==> src/rtl/clk_cfg_pkg.sv <==
// Shared field positions, source codes and register selects for the
// clock configuration block. The bit positions are fixed because
// software and the bench decode the configuration word by them.
package clk_cfg_pkg;
    localparam int ADDR_W     = 2;
    localparam int BUS_W      = 32;
    localparam int SRC_W      = 4;
    localparam int DIV_W      = 10;

    localparam int BIT_MTIM   = 31;
    localparam int BIT_COMMIT = 30;
    localparam int BIT_USEPLL = 28;
    localparam int PSRC_LSB   = 24;
    localparam int OSRC_LSB   = 20;
    localparam int ODIV_LSB   = 10;
    localparam int PDIV_LSB   = 0;

    localparam logic [SRC_W-1:0] OSC_LFI    = 4'h2;
    localparam logic [SRC_W-1:0] OSC_MAIN   = 4'h3;
    localparam logic [SRC_W-1:0] OSC_RTC    = 4'h4;
    localparam logic [SRC_W-1:0] PLLIN_MAIN = 4'h3;

    typedef enum logic [ADDR_W-1:0] {
        SEL_CFG   = 2'd0,
        SEL_FREQ0 = 2'd1,
        SEL_FREQ1 = 2'd2,
        SEL_MTIM  = 2'd3
    } reg_sel_e;

    typedef struct packed {
        logic             use_pll;
        logic [SRC_W-1:0] pll_src;
        logic [SRC_W-1:0] osc_src;
        logic [DIV_W-1:0] osc_div;
        logic [DIV_W-1:0] pll_div;
    } cfg_t;
endpackage

==> src/rtl/clk_cfg_fields.sv <==
// Configuration word storage, source-code filtering and divisor selection.
// Assumes wr_en is already qualified by address and stall at the top.
// Raw fields are kept for readback; outputs only take accepted codes.
module clk_cfg_fields
    import clk_cfg_pkg::*;
(
    input  logic              clk,
    input  logic              rst_n,
    input  logic              wr_en,
    input  logic [BUS_W-1:0]  wdata,
    output cfg_t              cfg_q,
    output logic              use_pll_o,
    output logic [SRC_W-1:0]  pll_src_o,
    output logic [SRC_W-1:0]  osc_src_o,
    output logic [DIV_W:0]    div_ratio_o
);
    logic [SRC_W-1:0] osc_code;
    logic [SRC_W-1:0] pll_code;
    logic             osc_ok;
    logic             pll_ok;

    assign osc_code = wdata[OSRC_LSB +: SRC_W];
    assign pll_code = wdata[PSRC_LSB +: SRC_W];
    assign osc_ok   = (osc_code == OSC_LFI) || (osc_code == OSC_MAIN) || (osc_code == OSC_RTC);
    assign pll_ok   = (pll_code == PLLIN_MAIN);

    // Store the raw configuration fields on a qualified write.
    always_ff @(posedge clk) begin
        if (!rst_n) begin
            cfg_q <= '0;
        end else if (wr_en) begin
            cfg_q.use_pll <= wdata[BIT_USEPLL];
            cfg_q.pll_src <= pll_code;
            cfg_q.osc_src <= osc_code;
            cfg_q.osc_div <= wdata[ODIV_LSB +: DIV_W];
            cfg_q.pll_div <= wdata[PDIV_LSB +: DIV_W];
        end
    end

    // Keep the last accepted oscillator and PLL input codes.
    always_ff @(posedge clk) begin
        if (!rst_n) begin
            osc_src_o <= '0;
            pll_src_o <= '0;
        end else if (wr_en) begin
            if (osc_ok) osc_src_o <= osc_code;
            if (pll_ok) pll_src_o <= pll_code;
        end
    end

    assign use_pll_o = cfg_q.use_pll;

    // Effective ratio comes only from the divisor of the selected path.
    always_comb begin
        if (cfg_q.use_pll) div_ratio_o = {1'b0, cfg_q.pll_div} + 1'b1;
        else               div_ratio_o = {1'b0, cfg_q.osc_div} + 1'b1;
    end


    osc_valid_chk: assert property (@(posedge clk) disable iff (!rst_n)
        (osc_src_o == '0) || (osc_src_o == OSC_LFI) || (osc_src_o == OSC_MAIN) || (osc_src_o == OSC_RTC));

    pll_valid_chk: assert property (@(posedge clk) disable iff (!rst_n)
        (pll_src_o == '0) || (pll_src_o == PLLIN_MAIN));
endmodule

==> src/rtl/clk_cfg_pll_commit.sv <==
// Shadow and active PLL frequency words with a one-deep commit queue.
// Assumes commit and the shadow writes never coincide (one bus address
// per cycle). An ack with no request outstanding is ignored.
module clk_cfg_pll_commit #(
    parameter int FREQ_W = 32,
    parameter int NWORD  = 2
) (
    input  logic              clk,
    input  logic              rst_n,
    input  logic [NWORD-1:0]  wr_i,
    input  logic [FREQ_W-1:0] wdata,
    input  logic              commit,
    input  logic              ack,
    output logic [FREQ_W-1:0] shadow_o [NWORD],
    output logic [FREQ_W-1:0] active_o [NWORD],
    output logic              req_o
);
    logic queued_q;
    logic ack_hit;
    logic busy_next;

    assign ack_hit   = req_o && ack;
    assign busy_next = (req_o && !ack) || (ack_hit && queued_q);

    // Track the outstanding request and the queued follow-up commit.
    always_ff @(posedge clk) begin
        if (!rst_n) begin
            req_o    <= 1'b0;
            queued_q <= 1'b0;
        end else begin
            if (ack_hit) begin
                req_o    <= queued_q;
                queued_q <= 1'b0;
            end
            if (commit) begin
                if (busy_next) queued_q <= 1'b1;
                else           req_o    <= 1'b1;
            end
        end
    end

    for (genvar i = 0; i < NWORD; i++) begin : g_word
        logic [FREQ_W-1:0] queue_q;

        // Capture software writes into the shadow word.
        always_ff @(posedge clk) begin
            if (!rst_n)       shadow_o[i] <= '0;
            else if (wr_i[i]) shadow_o[i] <= wdata;
        end

        // Hold the shadow value taken by a commit that must wait.
        always_ff @(posedge clk) begin
            if (!rst_n)                     queue_q <= '0;
            else if (commit && busy_next)   queue_q <= shadow_o[i];
        end

        // Move a committed or queued value onto the PLL-side word.
        always_ff @(posedge clk) begin
            if (!rst_n)                        active_o[i] <= '0;
            else if (commit && !busy_next)     active_o[i] <= shadow_o[i];
            else if (ack_hit && queued_q)      active_o[i] <= queue_q;
        end


        req_hold_chk: assert property (@(posedge clk) disable iff (!rst_n)
            (req_o && !ack) |=> (req_o && $stable(active_o[i])));

        no_early_apply_chk: assert property (@(posedge clk) disable iff (!rst_n)
            (!commit && !ack_hit) |=> $stable(active_o[i]));
    end


    queued_resend_chk: assert property (@(posedge clk) disable iff (!rst_n)
        (ack_hit && queued_q) |=> req_o);
endmodule

==> src/rtl/clk_cfg_mem_timing.sv <==
// Pending memory-timing word and the stall handshake around its change.
// Assumes the strobe is only issued while not already stalled; a
// completion pulse outside a change is ignored.
module clk_cfg_mem_timing #(
    parameter int TIM_W = 32
) (
    input  logic             clk,
    input  logic             rst_n,
    input  logic             wr_shadow,
    input  logic [TIM_W-1:0] wdata,
    input  logic             strobe,
    input  logic             done,
    output logic [TIM_W-1:0] shadow_o,
    output logic [TIM_W-1:0] timing_o,
    output logic             req_o
);
    // Capture the pending timing word from the bus.
    always_ff @(posedge clk) begin
        if (!rst_n)         shadow_o <= '0;
        else if (wr_shadow) shadow_o <= wdata;
    end

    // Apply the pending word and hold the request until completion.
    always_ff @(posedge clk) begin
        if (!rst_n) begin
            timing_o <= '0;
            req_o    <= 1'b0;
        end else if (req_o) begin
            if (done) req_o <= 1'b0;
        end else if (strobe) begin
            timing_o <= shadow_o;
            req_o    <= 1'b1;
        end
    end


    strobe_stall_chk: assert property (@(posedge clk) disable iff (!rst_n)
        (strobe && !req_o) |=> (req_o && (timing_o == $past(shadow_o))));

    done_release_chk: assert property (@(posedge clk) disable iff (!rst_n)
        (req_o && done) |=> !req_o);

    stall_stay_chk: assert property (@(posedge clk) disable iff (!rst_n)
        (req_o && !done) |=> (req_o && $stable(timing_o)));
endmodule

==> src/rtl/clk_cfg_reg.sv <==
// Top of the clock configuration register bank. Decodes the bus,
// blocks writes during a memory-timing change, turns the two strobe
// bits into one-cycle pulses and multiplexes readback.
// Assumes FREQ_W and TIM_W are at most the bus width.
module clk_cfg_reg
    import clk_cfg_pkg::*;
#(
    parameter int FREQ_W = 32,
    parameter int TIM_W  = 32
) (
    input  logic              clk,
    input  logic              rst_n,
    input  logic              bus_wr,
    input  logic [1:0]        bus_addr,
    input  logic [31:0]       bus_wdata,
    output logic [31:0]       bus_rdata,
    output logic              bus_stall,
    output logic [FREQ_W-1:0] pll_freq0,
    output logic [FREQ_W-1:0] pll_freq1,
    output logic              pll_upd_req,
    input  logic              pll_upd_ack,
    output logic [TIM_W-1:0]  mem_timing,
    output logic              mem_tim_req,
    input  logic              mem_tim_done,
    output logic              sys_use_pll,
    output logic [3:0]        pll_in_sel,
    output logic [3:0]        osc_sel,
    output logic [10:0]       sys_div_ratio
);
    localparam int NWORD = 2;

    reg_sel_e          sel;
    logic              wr_ok;
    logic              cfg_wr;
    logic [NWORD-1:0]  freq_wr;
    cfg_t              cfg_q;
    logic [FREQ_W-1:0] shadow [NWORD];
    logic [FREQ_W-1:0] active [NWORD];
    logic [TIM_W-1:0]  tim_shadow;

    assign sel        = reg_sel_e'(bus_addr);
    assign wr_ok      = bus_wr && !bus_stall;
    assign cfg_wr     = wr_ok && (sel == SEL_CFG);
    assign freq_wr[0] = wr_ok && (sel == SEL_FREQ0);
    assign freq_wr[1] = wr_ok && (sel == SEL_FREQ1);

    clk_cfg_fields u_fields (
        .clk         (clk),
        .rst_n       (rst_n),
        .wr_en       (cfg_wr),
        .wdata       (bus_wdata),
        .cfg_q       (cfg_q),
        .use_pll_o   (sys_use_pll),
        .pll_src_o   (pll_in_sel),
        .osc_src_o   (osc_sel),
        .div_ratio_o (sys_div_ratio)
    );

    clk_cfg_pll_commit #(.FREQ_W(FREQ_W), .NWORD(NWORD)) u_pll (
        .clk      (clk),
        .rst_n    (rst_n),
        .wr_i     (freq_wr),
        .wdata    (bus_wdata[FREQ_W-1:0]),
        .commit   (cfg_wr && bus_wdata[BIT_COMMIT]),
        .ack      (pll_upd_ack),
        .shadow_o (shadow),
        .active_o (active),
        .req_o    (pll_upd_req)
    );

    clk_cfg_mem_timing #(.TIM_W(TIM_W)) u_mtim (
        .clk       (clk),
        .rst_n     (rst_n),
        .wr_shadow (wr_ok && (sel == SEL_MTIM)),
        .wdata     (bus_wdata[TIM_W-1:0]),
        .strobe    (cfg_wr && bus_wdata[BIT_MTIM]),
        .done      (mem_tim_done),
        .shadow_o  (tim_shadow),
        .timing_o  (mem_timing),
        .req_o     (mem_tim_req)
    );

    assign bus_stall = mem_tim_req;
    assign pll_freq0 = active[0];
    assign pll_freq1 = active[1];

    // Readback mux; strobe bits and bit 29 always read as zero.
    always_comb begin
        case (sel)
            SEL_CFG:   bus_rdata = {3'b000, cfg_q};
            SEL_FREQ0: bus_rdata = 32'(shadow[0]);
            SEL_FREQ1: bus_rdata = 32'(shadow[1]);
            default:   bus_rdata = 32'(tim_shadow);
        endcase
    end


    stall_write_ignored_chk: assert property (@(posedge clk) disable iff (!rst_n)
        (bus_stall && bus_wr) |=> ($stable(sys_div_ratio) && $stable(osc_sel)
                                   && $stable(pll_in_sel) && $stable(sys_use_pll)));

    strobe_reads_zero_chk: assert property (@(posedge clk) disable iff (!rst_n)
        (sel == SEL_CFG) |-> (bus_rdata[31:29] == 3'b000));
endmodule

==> config.mk <==
export PLATFORM = sky130hd
export DESIGN_NAME = clk_cfg_reg
export DESIGN_NICKNAME = d
export VERILOG_FILES = /design/src/rtl/clk_cfg_pkg.sv /design/src/rtl/clk_cfg_fields.sv /design/src/rtl/clk_cfg_pll_commit.sv /design/src/rtl/clk_cfg_mem_timing.sv /design/src/rtl/clk_cfg_reg.sv
export SDC_FILE = /design/constraint.sdc
export NUM_CORES = 1
export LEC_CHECK = 0
export BUFFER_PORTS_ARGS = -buffer_cell sky130_fd_sc_hd__buf_2
export CORE_MARGIN = 2
export CORE_UTILIZATION = 39
export DETAILED_ROUTE_END_ITERATION = 8
export GPL_ROUTABILITY_DRIVEN = 0
export PLACE_DENSITY = 0.57
export SYNTH_ARGS = -nofsm -noshare
export SYNTH_HDL_FRONTEND = slang
export SYNTH_SLANG_ARGS = --single-unit
==> constraint.sdc <==
create_clock -name clk -period 3.2 [get_ports clk]
set_clock_uncertainty 0.2 [all_clocks]
set_input_delay 0.48 -clock clk [delete_from_list [all_inputs] [get_ports clk]]
set_output_delay 0.48 -clock clk [all_outputs]
set_load 0.05 [all_outputs]
==> metrics <==
status=finished clean; Compound-Gate Fraction of Synth Area=0.120; kind of critical path=reg2out; CP Capture Type=primary output; Synth Flop Type=dfxtp_1; sequential-to-total area share from yosys stat=0.496; die area=32100 um2; register bit total from synthesis=296; crit-path cells=mux2_2 -> ha_1 -> nand4b_1 -> a21oi_2 -> a31o_2 -> o22ai_2 -> buf_4; clock share of power=0.475; Max stage delay on crit path=380 ps; Net Sw Frac=0.245; Synth Instances=1329; CTS H-tree lvls=2; Core ar.=30300 um2; area grow syn2layout=21.8%; max-slew violation count=0; clk slew on worst S/H paths=60 ps; 1st-iter DRT viols=632; RSZ-0062 raised after global routing=no; hold crit path type=in2reg; Final Cycle Share=0.953; peak supply drop=0.341 mV; post-synthesis mux area share=0.172; layout net count=1518; CP required=2520 ps; slew margin rel.=0.484; Num CTS Buffers=34; hold buffer count at CTS=0; post-route insts no fill=1901; num ports=190; DP Area=13300 um2; later-pin clock latency in the skew report=500 ps; Setup TNS=0 ps; Die W=179 um; CTS tree=done; Yosys Warn Count=0; Post-Syn Area per Cell=8.99 um2; GRT Util Overall=0.224; power density cells=592 nW/um2; syn_nets=1369; Worst EP arrival=2370 ps; DRC viols=0; Die Span Y=179 um; largest net degree at the start of global routing=100; Synth Cell Area=12000 um2; crit-path leading delay family=compound AO/OA/AOI/OAI gates; via/cell ratio=5.29; Seq pwr share=0.446; fillers=2850; main combinational cell family by area after synthesis=multiplexers; Switch Pwr=2110 uW; CP Launch Type=flip-flop; grt ovf=0; P_leak=0.00666 uW; Sink Count=296; first-pass GRT wire length=55.1 mm; DP Wirelength=24.2 mm; Netlist cell types=43; layout cells sized above 1=0.218; row count=64; Clock Tree Buf Depth=3; EDFF count, synth=0; root buffer cell=clkbuf_16; worst-path fanout max=5; Vias=10100; Cell Count Post-Placement=1838; Max Freq=328 MHz; Comb pwr share=0.079; DR WL/cell=19.1 um; PortBufs=189; Worst-Margin Slew=774 ps; Pre-Repair DR Iteration Count=5; asr flop ratio synth=0; vias in the first global route=9376; worst path bufs/invs=1; XOR/XNOR share of the synthesized area=0.00660; Starting Density=0.394; dpl ws=447 ps; hold slack=32.2 ps; shortest period the worst path allows=3050 ps; maxcap violations=0; Int Power=6510 uW; Synth Area in Adders=0.00105; Final WS setup=151 ps; initial antenna violation count=2; slowest CP cell=dfxtp_2; Total Wirelength=36.3 mm; final hold violations=0; Detail Route Antenna Nets=0; post-route cell area=14600 um2; Synth Area in Simple Gates=0.166; Setup-failing EPs final=0
[worst reg2reg max path, cell delays in order (launching register included)]
cell	delay [ps]
dfxtp_1	550
nor4b_4	120
o211ai_1	160
buf_4	650
nor2_1	140
a211oi_1	260
[power groups by stage]
stage | Sequential, uW | Clock, uW | Combinational (uW)
global placement | 3930 | 0 | 673
detailed placement | 3930 | 0 | 680
CTS | 3850 | 4170 | 682
global route | 3860 | 4320 | 728
floorplan | 4000 | 0 | 365
finish | 3850 | 4090 | 680
[layout make-up]
| cell class | count | area (um2) | share of cell area |
|---|---|---|---|
| flip-flops and latches | 296 | 5930 | 0.407 |
| multi-input cells | 919 | 5610 | 0.385 |
| repair buffers | 223 | 1300 | 0.0891 |
| clock buffers | 48 | 1060 | 0.0726 |
| well taps | 396 | 495 | 0.0340 |
| clock inverters | 13 | 144 | 0.00989 |
| inverters | 4 | 22.5 | 0.00155 |
| diodes | 2 | 5.00 | 0.000344 |
[layer usage]
| metal | part of all wire | global-route usage | wire [um] |
|---|---|---|---|
| met4 | 0.025 | 0.0657 | 891 |
| met1 | 0.46 | 0.321 | 16800 |
| met5 | 0 | 0 | 0 |
| met3 | 0.064 | 0.0394 | 2320 |
| met2 | 0.45 | 0.345 | 16300 |
[cell usage after synthesis (6+ instances only)]
library cell / number / area (um2)
buf_2: 22 / 110
nand2_1: 320 / 1200
a21oi_1: 164 / 821
dfxtp_1: 296 / 5930
clkbuf_1: 79 / 297
nand3_1: 6 / 30.0
a211oi_1: 64 / 480
nor2_1: 140 / 526
buf_1: 8 / 30.0
mux4_2: 29 / 653
o21ai_0: 6 / 30.0
mux2i_1: 135 / 1350
[final timing paths]
| check | startpoint | to | slack [ps] | depth (start not counted) |
|---|---|---|---|---|
| worst min register to register | u_mtim.timing_o[25]$_SDFFE_PN0P_ | u_mtim.timing_o[25]$_SDFFE_PN0P_ | 250 | 2 |
| worst max register to register | u_mtim.req_o$_SDFF_PN0_ | u_pll.active_o[15]$_SDFFE_PN0P_ | 1040 | 5 |
| worst min-delay path | mem_tim_done | u_mtim.req_o$_SDFF_PN0_ | 30 | 3 |
| worst max-delay path | u_fields.use_pll_o$_SDFFE_PN0P_ | sys_div_ratio[6] | 150 | 7 |
[timing repair]
| action | 4_1_cts | 5_1_grt |
|---|---|---|
| setup buffers | 0 | 0 |
| gates resized for setup | 1 | 6 |
| endpoints found under the setup margin | 1 | 2 |
| endpoints found under the hold margin | 0 | 0 |
| pin swaps | 0 | 2 |
[cells in the final DEF, fill, tap and decap left out, drive strengths merged, types with 6 or more instances in the layout]
cell    count
mux2i     135
nor2      140
buf       223
mux4       29
clkinv      9
a211oi     64
clkbuf     48
nand3       6
a21oi     164
nand2     320
o21ai       6
dfxtp     296
[state kept, by name, summed over array words and instances, names as in the netlist]
register and flops:
u_mtim.req_o 1, u_mtim.timing_o 32, u_pll.req_o 1, u_pll.active_o 64, u_fields.cfg_q 28, u_mtim.shadow_o 32
u_fields.pll_src_o 4, u_pll.queued_q 1, u_fields.use_pll_o 1, u_pll.g_word.queue_q 64, u_pll.shadow_o 64, u_fields.osc_src_o 4
[cell families after synthesis]
kind of cell / Yosys count
compound gates: 246
xor+xnor: 9
fa+ha+maj: 1
buf+inv: 114
flops: 296
mux: 169
simple gates: 494
[stage by stage]
stage	power, uW	utilization
finish	8620	0.480
CTS	8690	0.479
floorplan	4370	-
detailed placement	4610	0.439
global route	8900	0.480
global placement	4600	0.439
Note: power is estimated with default switching activity, not from simulation.
